**config.mk**
```make
export PLATFORM = sky130hd
export DESIGN_NAME = srb_ctrl_bank
export DESIGN_NICKNAME = d
export VERILOG_FILES = /design/src/rtl/srb_pkg.sv /design/src/rtl/srb_alias_decode.sv /design/src/rtl/srb_merge.sv /design/src/rtl/srb_reset_seq.sv /design/src/rtl/srb_run_ctl.sv /design/src/rtl/srb_ctrl_bank.sv
export SDC_FILE = /design/constraint.sdc
export NUM_CORES = 1
export LEC_CHECK = 0
export ABC_AREA = 1
export BUFFER_PORTS_ARGS = -buffer_cell sky130_fd_sc_hd__buf_2
export CORE_UTILIZATION = 30
export DETAILED_ROUTE_END_ITERATION = 10
export GPL_TIMING_DRIVEN = 0
export PLACE_DENSITY = 0.51
export SKIP_LAST_GASP = 1
export SYNTH_ARGS = -nofsm -noshare
export SYNTH_HDL_FRONTEND = slang
export SYNTH_HIERARCHICAL = 1
export SYNTH_SLANG_ARGS = --single-unit
```
**constraint.sdc**
```tcl
create_clock -name clk_i -period 3.35 [get_ports clk_i]
set_clock_uncertainty 0.15 [all_clocks]
set_input_delay 0.67 -clock clk_i [delete_from_list [all_inputs] [get_ports clk_i]]
set_output_delay 0.67 -clock clk_i [all_outputs]
set_load 0.05 [all_outputs]
```
**src/rtl/srb_pkg.sv**
```systemverilog
package srb_pkg;

    // Access kind decoded from address bits [3:2]
    typedef enum logic [1:0] {
        OP_PLAIN = 2'd0,
        OP_SET   = 2'd1,
        OP_CLR   = 2'd2,
        OP_RO    = 2'd3
    } op_e;

    // Reset / clock-gate sequencer states
    typedef enum logic [2:0] {
        RS_HELD      = 3'd0,
        RS_RELEASING = 3'd1,
        RS_GATED     = 3'd2,
        RS_UNGATING  = 3'd3,
        RS_LIVE      = 3'd4
    } rst_state_e;

    // Engine run states
    typedef enum logic [1:0] {
        RN_IDLE     = 2'd0,
        RN_ACTIVE   = 2'd1,
        RN_DRAINING = 2'd2
    } run_state_e;

    localparam int SLOT_LSB = 4;

endpackage

```
**src/rtl/srb_alias_decode.sv**
```systemverilog
module srb_alias_decode
    import srb_pkg::*;
#(
    parameter int ADDR_W   = 8,
    parameter int NUM_REGS = 4,
    localparam int IDX_W   = ADDR_W - SLOT_LSB
) (
    input  logic [ADDR_W-1:0] addr_i,
    input  logic              wr_en_i,
    output logic [IDX_W-1:0]  idx_o,
    output op_e               op_o,
    output logic              hit_o,
    output logic              wr_ok_o
);

    always_comb begin
        idx_o   = addr_i[ADDR_W-1:SLOT_LSB];
        op_o    = op_e'(addr_i[3:2]);
        hit_o   = (32'(idx_o) < NUM_REGS);
        wr_ok_o = wr_en_i && hit_o;
    end

endmodule

```
**src/rtl/srb_merge.sv**
```systemverilog
module srb_merge
    import srb_pkg::*;
#(
    parameter int DATA_W = 32
) (
    input  logic              en_i,
    input  op_e               op_i,
    input  logic [DATA_W-1:0] cur_i,
    input  logic [DATA_W-1:0] wdata_i,
    output logic [DATA_W-1:0] wr1_o,
    output logic [DATA_W-1:0] wr0_o,
    output logic [DATA_W-1:0] nxt_o
);

    // wr1: bits this write drives to 1; wr0: bits it drives to 0
    always_comb begin
        wr1_o = '0;
        wr0_o = '0;
        if (en_i) begin
            unique case (op_i)
                OP_PLAIN: begin
                    wr1_o = wdata_i;
                    wr0_o = ~wdata_i;
                end
                OP_SET: wr1_o = wdata_i;
                OP_CLR: wr0_o = wdata_i;
                OP_RO:  ;
            endcase
        end
        nxt_o = (cur_i & ~wr0_o) | wr1_o;
    end

endmodule

```
**src/rtl/srb_reset_seq.sv**
```systemverilog
module srb_reset_seq
    import srb_pkg::*;
#(
    parameter int SETTLE_CYC = 16,
    localparam int CNT_W     = (SETTLE_CYC < 2) ? 1 : $clog2(SETTLE_CYC)
) (
    input  logic clk_i,
    input  logic rst_ni,
    input  logic srst_wr1_i,
    input  logic srst_wr0_i,
    input  logic gate_wr1_i,
    input  logic gate_wr0_i,
    output logic srst_bit_o,
    output logic gate_bit_o
);

    localparam logic [CNT_W-1:0] CNT_LOAD = CNT_W'(SETTLE_CYC - 1);

    rst_state_e       state_q, state_d;
    logic [CNT_W-1:0] cnt_q, cnt_d;

    // Next-state logic
    always_comb begin
        state_d = state_q;
        cnt_d   = cnt_q;
        if (srst_wr1_i) begin
            state_d = RS_HELD;
        end else begin
            unique case (state_q)
                RS_HELD: begin
                    if (srst_wr0_i) begin
                        state_d = RS_RELEASING;
                        cnt_d   = CNT_LOAD;
                    end
                end
                RS_RELEASING: begin
                    if (cnt_q == '0) state_d = RS_GATED;
                    else             cnt_d   = cnt_q - 1'b1;
                end
                RS_GATED: begin
                    if (gate_wr0_i) begin
                        state_d = RS_UNGATING;
                        cnt_d   = CNT_LOAD;
                    end
                end
                RS_UNGATING: begin
                    if (gate_wr1_i)          state_d = RS_GATED;
                    else if (cnt_q == '0)    state_d = RS_LIVE;
                    else                     cnt_d   = cnt_q - 1'b1;
                end
                RS_LIVE: begin
                    if (gate_wr1_i) state_d = RS_GATED;
                end
                default: state_d = RS_HELD;
            endcase
        end
    end

    // State register
    always_ff @(posedge clk_i or negedge rst_ni) begin
        if (!rst_ni) begin
            state_q <= RS_HELD;
            cnt_q   <= '0;
        end else begin
            state_q <= state_d;
            cnt_q   <= cnt_d;
        end
    end

    // Outputs
    always_comb begin
        srst_bit_o = 1'b0;
        gate_bit_o = 1'b1;
        unique case (state_q)
            RS_HELD, RS_RELEASING: srst_bit_o = 1'b1;
            RS_GATED, RS_UNGATING: srst_bit_o = 1'b0;
            RS_LIVE:               gate_bit_o = 1'b0;
            default:               srst_bit_o = 1'b1;
        endcase
    end

    p_enter_held_r5: assert property (@(posedge clk_i) disable iff (!rst_ni)
        srst_wr1_i |=> (state_q == RS_HELD));

    p_srst_fall_after_count_r6: assert property (@(posedge clk_i) disable iff (!rst_ni)
        $fell(srst_bit_o) |-> ($past(state_q) == RS_RELEASING && $past(cnt_q) == '0));

    p_gate_fall_after_count_r7: assert property (@(posedge clk_i) disable iff (!rst_ni)
        $fell(gate_bit_o) |-> ($past(state_q) == RS_UNGATING && $past(cnt_q) == '0));

    p_gate_kept_in_held_r7: assert property (@(posedge clk_i) disable iff (!rst_ni)
        (state_q == RS_HELD && !srst_wr0_i) |=> (gate_bit_o && srst_bit_o));

endmodule

```
**src/rtl/srb_run_ctl.sv**
```systemverilog
module srb_run_ctl
    import srb_pkg::*;
#(
    parameter int DRAIN_CYC = 8,
    localparam int CNT_W    = (DRAIN_CYC < 2) ? 1 : $clog2(DRAIN_CYC)
) (
    input  logic clk_i,
    input  logic rst_ni,
    input  logic run_wr1_i,
    input  logic run_wr0_i,
    input  logic force_off_i,
    output logic run_bit_o
);

    localparam logic [CNT_W-1:0] CNT_LOAD = CNT_W'(DRAIN_CYC - 1);

    run_state_e       state_q, state_d;
    logic [CNT_W-1:0] cnt_q, cnt_d;

    always_comb begin
        state_d = state_q;
        cnt_d   = cnt_q;
        if (force_off_i) begin
            state_d = RN_IDLE;
        end else begin
            unique case (state_q)
                RN_IDLE: begin
                    if (run_wr1_i) state_d = RN_ACTIVE;
                end
                RN_ACTIVE: begin
                    if (run_wr0_i) begin
                        state_d = RN_DRAINING;
                        cnt_d   = CNT_LOAD;
                    end
                end
                RN_DRAINING: begin
                    if (run_wr1_i)        state_d = RN_ACTIVE;
                    else if (cnt_q == '0) state_d = RN_IDLE;
                    else                  cnt_d   = cnt_q - 1'b1;
                end
                default: state_d = RN_IDLE;
            endcase
        end
    end

    always_ff @(posedge clk_i or negedge rst_ni) begin
        if (!rst_ni) begin
            state_q <= RN_IDLE;
            cnt_q   <= '0;
        end else begin
            state_q <= state_d;
            cnt_q   <= cnt_d;
        end
    end

    always_comb begin
        unique case (state_q)
            RN_ACTIVE, RN_DRAINING: run_bit_o = 1'b1;
            default:                run_bit_o = 1'b0;
        endcase
    end

    p_force_off_r10: assert property (@(posedge clk_i) disable iff (!rst_ni)
        force_off_i |=> !run_bit_o);

    p_no_start_when_held_r8: assert property (@(posedge clk_i) disable iff (!rst_ni)
        $rose(run_bit_o) |-> !$past(force_off_i));

    p_drain_entry_r9: assert property (@(posedge clk_i) disable iff (!rst_ni)
        (state_q == RN_ACTIVE && run_wr0_i && !force_off_i) |=> (state_q == RN_DRAINING && run_bit_o));

endmodule

```
**src/rtl/srb_ctrl_bank.sv**
```systemverilog
module srb_ctrl_bank
    import srb_pkg::*;
#(
    parameter int ADDR_W     = 8,
    parameter int DATA_W     = 32,
    parameter int NUM_REGS   = 4,
    parameter int SETTLE_CYC = 16,
    parameter int DRAIN_CYC  = 8
) (
    input  logic                           clk_i,
    input  logic                           rst_ni,
    input  logic [ADDR_W-1:0]              addr_i,
    input  logic [DATA_W-1:0]              wdata_i,
    input  logic                           wr_en_i,
    output logic [DATA_W-1:0]              rdata_o,
    output logic                           rst_hold_o,
    output logic                           fifo_clr_o,
    output logic                           clk_gate_o,
    output logic                           run_o,
    output logic [(NUM_REGS-1)*DATA_W-1:0] cfg_o
);

    localparam int IDX_W    = ADDR_W - SLOT_LSB;
    localparam int SEL_W    = $clog2(NUM_REGS);
    localparam int SRST_BIT = DATA_W - 1;
    localparam int GATE_BIT = DATA_W - 2;
    localparam int RUN_BIT  = 0;
    localparam int MISC_W   = DATA_W - 3;

    logic [IDX_W-1:0] idx;
    op_e              op;
    logic             hit, wr_ok;

    srb_alias_decode #(.ADDR_W(ADDR_W), .NUM_REGS(NUM_REGS)) u_dec (
        .addr_i (addr_i),
        .wr_en_i(wr_en_i),
        .idx_o  (idx),
        .op_o   (op),
        .hit_o  (hit),
        .wr_ok_o(wr_ok)
    );

    // Control register 0
    logic              srst_bit, gate_bit, run_bit;
    logic [MISC_W-1:0] misc_q;
    logic [DATA_W-1:0] ctrl_cur, ctrl_wr1, ctrl_wr0, ctrl_nxt;
    logic              ctrl_sel;

    assign ctrl_cur = {srst_bit, gate_bit, misc_q, run_bit};
    assign ctrl_sel = wr_ok && (idx == '0);

    srb_merge #(.DATA_W(DATA_W)) u_ctrl_merge (
        .en_i   (ctrl_sel),
        .op_i   (op),
        .cur_i  (ctrl_cur),
        .wdata_i(wdata_i),
        .wr1_o  (ctrl_wr1),
        .wr0_o  (ctrl_wr0),
        .nxt_o  (ctrl_nxt)
    );

    srb_reset_seq #(.SETTLE_CYC(SETTLE_CYC)) u_rseq (
        .clk_i     (clk_i),
        .rst_ni    (rst_ni),
        .srst_wr1_i(ctrl_wr1[SRST_BIT]),
        .srst_wr0_i(ctrl_wr0[SRST_BIT]),
        .gate_wr1_i(ctrl_wr1[GATE_BIT]),
        .gate_wr0_i(ctrl_wr0[GATE_BIT]),
        .srst_bit_o(srst_bit),
        .gate_bit_o(gate_bit)
    );

    logic force_off;
    assign force_off = srst_bit || ctrl_wr1[SRST_BIT];

    srb_run_ctl #(.DRAIN_CYC(DRAIN_CYC)) u_run (
        .clk_i      (clk_i),
        .rst_ni     (rst_ni),
        .run_wr1_i  (ctrl_wr1[RUN_BIT]),
        .run_wr0_i  (ctrl_wr0[RUN_BIT]),
        .force_off_i(force_off),
        .run_bit_o  (run_bit)
    );

    always_ff @(posedge clk_i or negedge rst_ni) begin
        if (!rst_ni)       misc_q <= '0;
        else if (ctrl_sel) misc_q <= ctrl_nxt[GATE_BIT-1:RUN_BIT+1];
    end

    // Configuration registers
    logic [DATA_W-1:0] reg_view [NUM_REGS];
    assign reg_view[0] = ctrl_cur;

    for (genvar r = 1; r < NUM_REGS; r++) begin : g_cfg
        logic [DATA_W-1:0] q, nxt, wr1, wr0;
        logic              sel;

        assign sel = wr_ok && (idx == IDX_W'(r));

        srb_merge #(.DATA_W(DATA_W)) u_merge (
            .en_i   (sel),
            .op_i   (op),
            .cur_i  (q),
            .wdata_i(wdata_i),
            .wr1_o  (wr1),
            .wr0_o  (wr0),
            .nxt_o  (nxt)
        );

        always_ff @(posedge clk_i or negedge rst_ni) begin
            if (!rst_ni)  q <= '0;
            else if (sel) q <= nxt;
        end

        assign reg_view[r]                    = q;
        assign cfg_o[(r-1)*DATA_W +: DATA_W]  = q;
    end

    // Readback and controller-side outputs
    assign rdata_o    = hit ? reg_view[idx[SEL_W-1:0]] : '0;
    assign rst_hold_o = srst_bit;
    assign fifo_clr_o = srst_bit;
    assign clk_gate_o = gate_bit;
    assign run_o      = run_bit;

    p_set_alias_r2: assert property (@(posedge clk_i) disable iff (!rst_ni)
        (wr_en_i && hit && idx == IDX_W'(1) && op == OP_SET)
        |=> reg_view[1] == ($past(reg_view[1]) | $past(wdata_i)));

    p_clr_alias_r3: assert property (@(posedge clk_i) disable iff (!rst_ni)
        (wr_en_i && hit && idx == IDX_W'(1) && op == OP_CLR)
        |=> reg_view[1] == ($past(reg_view[1]) & ~$past(wdata_i)));

    p_ro_slot_r4: assert property (@(posedge clk_i) disable iff (!rst_ni)
        (wr_en_i && op == OP_RO) |=> $stable(reg_view[1]));

    p_hold_gates_r5: assert property (@(posedge clk_i) disable iff (!rst_ni)
        rst_hold_o |-> (clk_gate_o && fifo_clr_o && !run_o));

endmodule

```
==> summary.txt <==
Routing
  • Detailed Routing Iterations Pass 1: 8
  • Vias: 12288
  • Via density: 4.70
  • Wire per inst: 16.1 um
  • # DRC: 0
  • Post-route ant nets: 0
  • Initial DRC count: 981
  • Detailed Route WL: 42000 um

Layout
  • Area of the multi-input gates: 0.00620 mm2
  • Syn-to-layout area delta: 18.8%
  • Layout cells sized above 1: 15.5%
  • Share of the core filled with cells: 36.5%
  • # fillers: 3911
  • Reg area: 0.00343 mm2
  • Post-Layout Cell Count: 2613
  • Fin nets: 2186

Floorplan
  • Die Area: 0.0375 mm2
  • Core box area: 0.0358 mm2
  • Initial Util: 30.7%
  • Ports: 175
  • Die extent in x: 194 um
  • Die H: 194 um
  • # rows: 69

Placed design
  • Placed wire-length estimate: 30100 um
  • Placed cell count: 2577
  • GP Congestion: 0.839
  • Port buffer count: 168

Setup path
  • CP max FO: 7
  • Worst stage delay on the critical path: 450 ps
  • CP Launch Type: register
  • Worst Path Arrival: 2220 ps
  • Crit. End Element: output port
  • Worst path required time: 2530 ps
  • R2r setup slk: 1260 ps
  • Worst R2R Path Depth: 11
  • CP dominant cell by count: nor2_1
  • Crit path cell chain: nor2_1 -> nand2_2 -> inv_1 -> nor2_1 -> nand2_1 -> nand2_1 -> nor2_1 -> nor2_1 -> buf_2
  • CP Class: reg2out
  • CP max-delay cell: dfrtp_1

Power and ir drop
  • Switching power: 1.66 mW
  • Power Internal: 3.36 mW
  • Pleak: 8.30 nW
  • Total Power: 5.03 mW
  • Worst VDD drop: 0.000371 V
  • Clk pwr share: 41.4%
  • Switching Fraction: 33.1%
  • Pwr/cell area: 384 mW/mm2
  • Flop pwr share: 35.7%
  • Comb pwr share: 23.0%

Clocking
  • Clk_lat worst skew: 440 ps
  • CTS H-tree depth: 4
  • Hold buffer count at CTS: 0
  • Reg clk slew, reported paths: 70 ps
  • Root Driver: clkbuf_16
  • Postcts setup bufs: 0
  • CTS Buffer Depth: 2
  • Clock Sinks: 137
  • Total CTS buffers: 17
  • CTS tree: yes
  • # resized after CTS: 0

Yosys
  • Mean area per synthesized cell: 5.65 um2
  • Synthesized instance count: 1947
  • Mapped Nets: 1998
  • Synthesized cell area: 0.0110 mm2
  • Synth warnings: 6

Global routing
  • GR Util met3: 4.31%
  • Largest net degree at the start of global routing: 86
  • GRT Total Usage: 22.7%
  • Met1 Use GR: 30.3%
  • First-pass GRT wire length: 65700 um
  • Gr ovfl total: 0
  • Most Crowded Layer GR: met2
  • Vias in the first global route: 11239
  • Met2 Usage GRT: 36.8%
  • Initial antenna violation count: 4

Timing
  • RSZ-0062 raised after global routing: false
  • Slew margin rel.: 56.9%
  • Final period utilization: 90.8%
  • Tmin final: 3040 ps
  • Slew Viols, Final: 0
  • Setup violators final: 0
  • Fmax: 0.329 GHz
  • Final hold vios: 0
  • Slew of the pin with the lowest slew margin: 647 ps

Worst hold path
  • HP Class: in2async

Status
  • Status: complete, no violations

Flow run
  • Max Cap Viol: 0
[metal layers]
| layer | vias to the layer above | part of all wire [%] |
|---|---|---|
| met5 | - | 0 |
| met4 | 0 | 2.1 |
| met3 | 50 | 6.0 |
| met2 | 389 | 46 |
| met1 | 5602 | 46 |
| li1 | 6247 | - |
[power by group through the flow]
stage | Clock (mW) | Combinational, mW | Sequential [mW]
after floorplan | 0 | 0.809 | 1.81
after global placement | 0 | 1.13 | 1.82
after detailed placement | 0 | 1.16 | 1.82
after CTS | 2.12 | 1.16 | 1.79
after global routing | 2.18 | 1.30 | 1.80
final | 2.08 | 1.15 | 1.79
[worst max-delay path, delay by kind of cell (launching register included)]
family        cells  cell delay (ps)
flops             1              450
buf+inv           2              370
simple gates      7              950
[registers in the layout, summed over array words and instances (netlist names)]
| name | flops |
|---|---|
| misc_q | 29 |
| g_cfg.q | 96 |
| u_rseq/cnt_q | 4 |
| u_run/cnt_q | 3 |
| u_rseq/state_q | 3 |
| u_run/state_q | 2 |
[path summary, 6_finish.rpt]
| kind | start | to |
|---|---|---|
| setup / recovery | u_rseq/state_q[0] | rdata_o[31] |
| hold / removal | rst_ni | g_cfg[3].q[8] |
| setup reg to reg | u_rseq/state_q[0] | u_run/cnt_q[2] |
| hold reg to reg | u_run/cnt_q[1] | u_run/cnt_q[1] |
| max in group asynchronous | rst_ni | misc_q[18] |
| min in group clk_i | u_run/cnt_q[1] | u_run/cnt_q[1] |
[per-stage QoR]
step | hold slack [ps] | instance area, um2 | setup WS (ps) | setup TNS [ps]
2_1_floorplan | 224 | 11000 | 97.1 | 0
3_3_place_gp | 308 | 12400 | -915 | -122750
3_5_place_dp | 320 | 12500 | -90.6 | -537
4_1_cts | 42.8 | 13100 | 220 | 0
5_1_grt | 58.6 | 13100 | 134 | 0
6_report | 28.2 | 13100 | 308 | 0
[cell usage in the layout (no fill, tap or decap)]
master     count
dfrtp_1      137
diode_2        4
buf_4         47
nor2_4         3
bufinv_16      4
clkbuf_1      11
inv_1        175
clkbuf_16     17
clkbuf_8       2
nor2_2        11
nand2_2        6
nand2_4        1
inv_2          7
buf_2        215
nor3b_1        1
xnor2_1        1
o21ai_0        1
nand3_1      238
nand2_1     1155
nor2_1        79
ha_1           8
nand4_1        6
buf_16         1
or2_2          1
nand3_2        2
o21ai_1        4
o21ai_2        2
buf_6          8
clkinv_2       5
[final cells by class]
cell class | instances | area share, %
clock buffers | 23 | 3.58
repair buffers | 169 | 6.69
inverters | 182 | 5.22
multi-input cells | 1519 | 47.4
flip-flops and latches | 137 | 26.2
clock inverters | 9 | 1.11
well taps | 461 | 4.41
plain buffers | 109 | 5.34
diodes | 4 | 0.0765
Power figures use the tool's default switching activity.
